<file path="src/rtl/lcd_mux_drive.sv">
module lcd_mux_drive #(
  parameter int NSEG  = 35,
  parameter int NCOM  = 3,
  parameter int NPORT = 8,
  parameter int HALF  = 64
) (
  input  logic                   clk,
  input  logic                   rst_n,
  input  logic                   osc_en,
  input  logic                   ld_en,
  input  logic [NSEG*NCOM-1:0]   ld_map,
  input  logic                   ld_bias3,
  input  logic                   ld_psave,
  input  logic                   ld_segoff,
  input  logic [NPORT-1:0]       ld_pmode,
  input  logic [NPORT-1:0]       ld_pdata,
  input  logic                   inh_n,
  output logic [2*NCOM-1:0]      com_lvl,
  output logic [2*NSEG-1:0]      seg_lvl
);
  localparam int SW = (HALF > 1) ? $clog2(HALF) : 1;
  localparam int PW = (NCOM > 1) ? $clog2(NCOM) : 1;

  logic [NSEG*NCOM-1:0] map_q;
  logic                 bias3_q, psave_q, segoff_q;
  logic [NPORT-1:0]     pmode_q, pdata_q;
  logic [SW-1:0]        sub_q;
  logic                 neg_q;
  logic [PW-1:0]        ph_q;

  wire step    = osc_en && !psave_q;
  wire sub_end = (sub_q == SW'(HALF - 1));
  wire blank   = !inh_n || psave_q;

  always_ff @(posedge clk or negedge rst_n) begin
    if (!rst_n) begin
      map_q    <= '0;
      bias3_q  <= 1'b0;
      psave_q  <= 1'b0;
      segoff_q <= 1'b0;
      pmode_q  <= '0;
      pdata_q  <= '0;
    end else if (ld_en) begin
      map_q    <= ld_map;
      bias3_q  <= ld_bias3;
      psave_q  <= ld_psave;
      segoff_q <= ld_segoff;
      pmode_q  <= ld_pmode;
      pdata_q  <= ld_pdata;
    end
  end

  always_ff @(posedge clk or negedge rst_n) begin
    if (!rst_n) begin
      sub_q <= '0;
      neg_q <= 1'b0;
      ph_q  <= '0;
    end else if (step) begin
      sub_q <= sub_end ? '0 : sub_q + 1'b1;
      if (sub_end) begin
        neg_q <= !neg_q;
        if (neg_q) ph_q <= (ph_q == PW'(NCOM - 1)) ? '0 : ph_q + 1'b1;
      end
    end
  end

  function automatic logic [1:0] fold(input logic [1:0] c, input logic b3);
    return (!b3 && (c[0] ^ c[1])) ? 2'b01 : c;
  endfunction

  logic [NSEG-1:0] row;
  always_comb begin
    row = '0;
    for (int c = 0; c < NCOM; c++)
      if (ph_q == PW'(c)) row = map_q[c*NSEG +: NSEG];
  end

  for (genvar c = 0; c < NCOM; c++) begin : g_com
    logic [1:0] raw;
    assign raw = (ph_q == PW'(c)) ? (neg_q ? 2'b00 : 2'b11)
                                  : (neg_q ? 2'b10 : 2'b01);
    assign com_lvl[2*c +: 2] = blank ? 2'b00 : fold(raw, bias3_q);
  end

  for (genvar s = 0; s < NSEG; s++) begin : g_seg
    logic       lit;
    logic [1:0] wav;
    assign lit = row[s] && !segoff_q;
    assign wav = lit ? (neg_q ? 2'b11 : 2'b00) : (neg_q ? 2'b01 : 2'b10);
    if (s < NPORT) begin : g_port
      assign seg_lvl[2*s +: 2] = blank ? 2'b00 :
        pmode_q[s] ? {2{pdata_q[s]}} : fold(wav, bias3_q);
    end else begin : g_plain
      assign seg_lvl[2*s +: 2] = blank ? 2'b00 : fold(wav, bias3_q);
    end
  end

  logic [NCOM-1:0] com_hi;
  logic            any_two3;
  always_comb begin
    any_two3 = 1'b0;
    for (int c = 0; c < NCOM; c++) begin
      com_hi[c] = (com_lvl[2*c +: 2] == 2'b11);
      if (com_lvl[2*c +: 2] == 2'b10) any_two3 = 1'b1;
    end
    for (int s = 0; s < NSEG; s++)
      if (seg_lvl[2*s +: 2] == 2'b10) any_two3 = 1'b1;
  end

  p_one_sel_r3: assert property (@(posedge clk) disable iff (!rst_n)
    (inh_n && !psave_q && !neg_q) |-> ($countones(com_hi) == 1));

  p_no_two3_r5: assert property (@(posedge clk) disable iff (!rst_n)
    !bias3_q |-> !any_two3);

  p_inh_dark_r9: assert property (@(posedge clk) disable iff (!rst_n)
    !inh_n |-> (com_lvl == '0 && seg_lvl == '0));

  p_freeze_r7: assert property (@(posedge clk) disable iff (!rst_n)
    psave_q |=> ($stable(sub_q) && $stable(neg_q) && $stable(ph_q)));

  p_port_static_r8: assert property (@(posedge clk) disable iff (!rst_n)
    (pmode_q[0] && $past(pmode_q[0]) && $stable(pdata_q) && inh_n && $past(inh_n)
     && !psave_q && !$past(psave_q)) |-> $stable(seg_lvl[1:0]));
endmodule

</file>
<file path="config.mk">
export PLATFORM = sky130hd
export DESIGN_NAME = lcd_mux_drive
export DESIGN_NICKNAME = d
export VERILOG_FILES = /design/src/rtl/lcd_mux_drive.sv
export SDC_FILE = /design/constraint.sdc
export NUM_CORES = 1
export LEC_CHECK = 0
export BUFFER_PORTS_ARGS = -buffer_cell sky130_fd_sc_hd__buf_2
export CORE_MARGIN = 10
export CORE_UTILIZATION = 47
export CTS_CLUSTER_SIZE = 28
export DETAILED_ROUTE_END_ITERATION = 8
export MAX_ROUTING_LAYER = met4
export PLACE_DENSITY = 0.86
export SYNTH_ARGS = -nofsm -noshare
export SYNTH_HDL_FRONTEND = slang
export SYNTH_SLANG_ARGS = --single-unit
</file>
<file path="constraint.sdc">
create_clock -name clk -period 1.55 [get_ports clk]
set_input_delay 0.0775 -clock clk [delete_from_list [all_inputs] [get_ports clk]]
set_output_delay 0.0775 -clock clk [all_outputs]
set_load 0.02 [all_outputs]
</file>
==> implementation parameters <==
Parameter                              Value

Timing
  Worst Tran Pin Value ... about 0.48 ns
  Share of the clock period used by the worst path after layout ... 145.2%
  Setup-failing EPs final ... 76
  Hold Violations, Final ... 0
  Final Worst Setup Slack ... -0.7000 ns
  Unrepaired setup endpoints after global routing ... yes
  Relative slew slack ... between 60% and 70%
  Number of max-slew violations in the final report ... 0
  Time the final worst path needs with I/O delays and setup ... 2.250 ns
  Maximum achievable frequency ... 444.4 MHz
  Largest clock skew in the final design ... 0.01095 ns
  Worst hold slack ... between 0.09 and 0.1 ns

Floorplan
  Width of the die ... about 140 um
  Die Footprint ... 0.02035 sq mm
  Initial core utilization ... ~48%
  Die outline height ... 142.7 um
  Row cnt ... 44
  Core Area ... between 0.01 and 0.015 sq mm
  Total I/O pin count ... 205

Power
  Sw frac ... between 30% and 40%
  Cell internal power dissipation ... 8802 uW
  Switching power total ... about 4300 uW
  Clock network fraction of total power ... 31.8%
  Combinational cell fraction of total power ... 36.2%
  Max rail drop VDD ... about 0.00085 V
  Leakage power summed over all cells ... 0.004994 uW
  Power density relative to cell area ... 1140 mW/mm^2
  Part of the power in registers ... 32.0%

Run status
  Violated checks ... setup timing
  Status ... finished, violations left

Synthesis
  Net count after synthesis ... 750
  Gate count after technology mapping ... between 600 and 700
  Share of the yosys chip area belonging to registers ... 47.06%
  Area share of the largest cell type after synthesis ... 47.06%
  Number of distinct library cell variants in the gate-level netlist after synthesis ... 40
  Post-synth top area cell ... dfrtp_1
  Register bit count reported by yosys ... 133
  Warning count from the yosys run ... 0
  Netlist area before placement ... between 0.007 and 0.008 sq mm
  Syn avg cell area ... 11.52 sq um
  Leading post-synthesis cells by cell area ... dfrtp_1, mux2_2, mux2i_1

Placed design
  HPWL Detailed ... 14,740 um
  Placement Cell Area ... 0.008700 sq mm
  Final weighted congestion in routability-driven placement ... 0.8580
  Port-buffer cells ... 204

CTS
  Number of sinks handled by clock tree synthesis ... between 100 and 150
  H-tree levels ... 4
  Clock-pin transition on the worst setup and hold timing paths ... 0.05 ns
  Clock buffer depth ... 2
  CTS buffer count ... 17
  Clock tree from TritonCTS ... done
  Cell chosen for the clock root ... clkbuf_16
  Later-pin clock latency in the skew report ... 0.42 ns

Drt
  DR pass1 iterations ... 5
  Violation count after the first detailed-route iteration ... 447
  Drc violations ... 0
  Wire per inst ... 22.30 um
  Vias/cell ... between 5 and 6
  Detail Route Antenna Nets ... 0
  Total number of vias ... roughly 6,600
  Routed WL ... 26,520 um

Worst setup path
  Startpoint of the most critical setup path ... ph_q[1]
  Worst setup path endpoint ... seg_lvl[10]
  Setup Crit Path Kind ... reg2out
  Sort of element at the end of the critical path ... primary output
  Arrival @ worst endpoint ... 2.17 ns
  Startpoint Class ... flip-flop
  Startpoint of the most critical register-to-register path ... sub_q[0]
  Worst-path maximum fanout ... 13
  Data required time at the worst endpoint ... 1.47 ns
  RR Endpoint ... ph_q[0]
  Reg2reg path depth ... 5
  Minimum setup slack among reg-to-reg paths ... 0.03 ns

GRT
  Sum of overflow across all layers after global routing ... 0
  Global-route wire length before repair ... about 39,000 um
  Largest net degree at the start of global routing ... 52
  Initial antenna violation count ... 3
  Via count of the first global-routing pass ... 7,219
  Total routing resource utilization after global routing ... 25.18%

Layout
  Layout-stage area growth over the synthesis result ... 62.24%
  Fraction of layout instances using a drive strength above 1 ... 53.85%
  Final net count ... between 1,000 and 1,500
  Post-Layout Inst Area ... 0.01147 sq mm

Run
  Max Cap Viol ... 0

Min path
  Worst min path class ... in2reg
## final cells by class
type,count,area [sq um]
inverters,13,51.30
flip-flops and latches,133,3331
multi-input cells,420,3985
repair buffers,405,3267
fillers,787,3171
clock inverters,8,125.1
clock buffers,22,474.2
well taps,184,230.2
diodes,4,10.01
## power groups by stage
stage / clock [uW] / combinational [uW] / sequential (uW)
5_1_grt: 4370 / 5000 / 4230
4_1_cts: 4170 / 4110 / 4160
6_report: 4160 / 4730 / 4190
2_1_floorplan: 0 / 2280 / 4120
3_3_place_gp: 0 / 3340 / 4180
3_5_place_dp: 0 / 3430 / 4200
## critical path: stages (launching register included)
cell      delay, ns
dfrtp_2        0.41
buf_12         0.16
buf_12         0.16
mux2i_2        0.23
o21a_1         0.22
o21bai_1       0.12
a31oi_2        0.24
buf_4          0.21
## synthesized netlist by cell type
| library cell | n |
|---|---|
| buf_12 | 3 |
| or2_1 | 6 |
| o21ai_1 | 11 |
| and2b_1 | 1 |
| nand4b_1 | 1 |
| o21bai_1 | 8 |
| nand2b_1 | 2 |
| mux2_2 | 119 |
| nand3b_1 | 8 |
| nor2b_1 | 5 |
| clkbuf_1 | 21 |
| o31a_1 | 3 |
| inv_1 | 12 |
| nand2_2 | 1 |
| ha_1 | 7 |
| nor3_2 | 1 |
| xor2_1 | 1 |
| nor3b_1 | 8 |
| nor2_1 | 12 |
| nand2_1 | 39 |
| nand4_1 | 2 |
| nor3b_2 | 1 |
| a31oi_1 | 8 |
| or3_1 | 1 |
| dfrtp_1 | 133 |
| a21oi_1 | 7 |
| buf_2 | 22 |
| nor4_1 | 8 |
| or2_2 | 6 |
| inv_2 | 1 |
| buf_6 | 1 |
| nor3_1 | 1 |
| or2_0 | 15 |
| buf_1 | 1 |
| mux2i_1 | 62 |
| o21ai_0 | 41 |
| o21a_1 | 8 |
| o311a_1 | 2 |
| xnor2_1 | 4 |
| a21oi_2 | 21 |
## sequential cells by signal, indices dropped and copies added, names as in the netlist
register  count
psave_q       1
sub_q         6
pmode_q       8
bias3_q       1
ph_q          2
segoff_q      1
map_q       105
pdata_q       8
neg_q         1
## stage by stage
step	util [%]	setup slack (ns)	TNS, ns	std cells	power, uW
final	78.35	-0.7000	-41.34	1189	13080
after CTS	75.21	-0.6074	-37.77	1165	12440
after global routing	78.33	-0.7820	-48.15	1188	13600
after floorplan	-	-0.08209	-1.644	614	6392
after global placement	59.41	-0.2173	-6.076	1001	7522
after detailed placement	59.41	-0.2528	-7.621	1001	7630
## metal layers
layer  track usage (%)  part of all wire [%]  vias to the layer above
met5                 -                     0                        -
met4             11.51                   4.0                        0
met3             7.728                   6.9                       92
met2             42.79                    51                      332
met1             26.47                    38                     3277
li1                  -                     -                     2926
## repair_timing
action / in CTS / in global routing
hold buffers: 125 / 0
endpoints found under the hold margin: 257 / 0
pin swaps: 16 / 24
setup buffers: 9 / 18
gates cloned: 0 / 2
setup endpoints to repair: 76 / 78
resized for setup: 136 / 67
## logic make-up (layout without fill, tap and decap cells)
group / Yosys count / in the layout / synth area share (%)
XOR/XNOR: 5 / 5 / 0.6192
other: 0 / 4 / 0
AO/OA/AOI/OAI: 109 / 109 / 9.837
buffers and inverters: 61 / 448 / 4.423
adder cells (fa/ha/maj): 7 / 7 / 1.238
flip-flops: 133 / 133 / 47.06
multiplexers: 181 / 181 / 27.72
AND/OR/NAND/NOR: 118 / 118 / 9.094
## worst min-delay path by stage
| stage | start | to | slack (ns) | cells after the start |
|---|---|---|---|---|
| after floorplan | rst_n | bias3_q | -0.22 | 0 |
| after global placement | rst_n | map_q[8] | 0.04 | 1 |
| after detailed placement | rst_n | map_q[8] | 0.04 | 1 |
| after CTS | ld_en | map_q[58] | 0.07 | 2 |
| after global routing | ld_en | map_q[58] | 0.07 | 2 |
| final | ld_en | map_q[58] | 0.09 | 2 |
## cells in the final DEF (no fill, tap or decap), types with 6 or more instances in the layout
cell             n
a21oi_2         15
a21oi_4         12
a31oi_1          6
buf_12          11
buf_2          147
buf_4           93
buf_6           25
clkbuf_16       19
dfrtp_1        131
dlygate4sd3_1  125
ha_4             6
inv_1            9
mux2_2         119
mux2i_1         47
mux2i_2         10
nand2_1         20
nand2_2         16
nand3b_1         8
nor2_1          11
nor3b_2          8
nor4_2           6
o21a_1           7
o21ai_0         20
o21ai_1         28
o21bai_1         8
or2_1           16
Power figures use the tool's default switching activity.
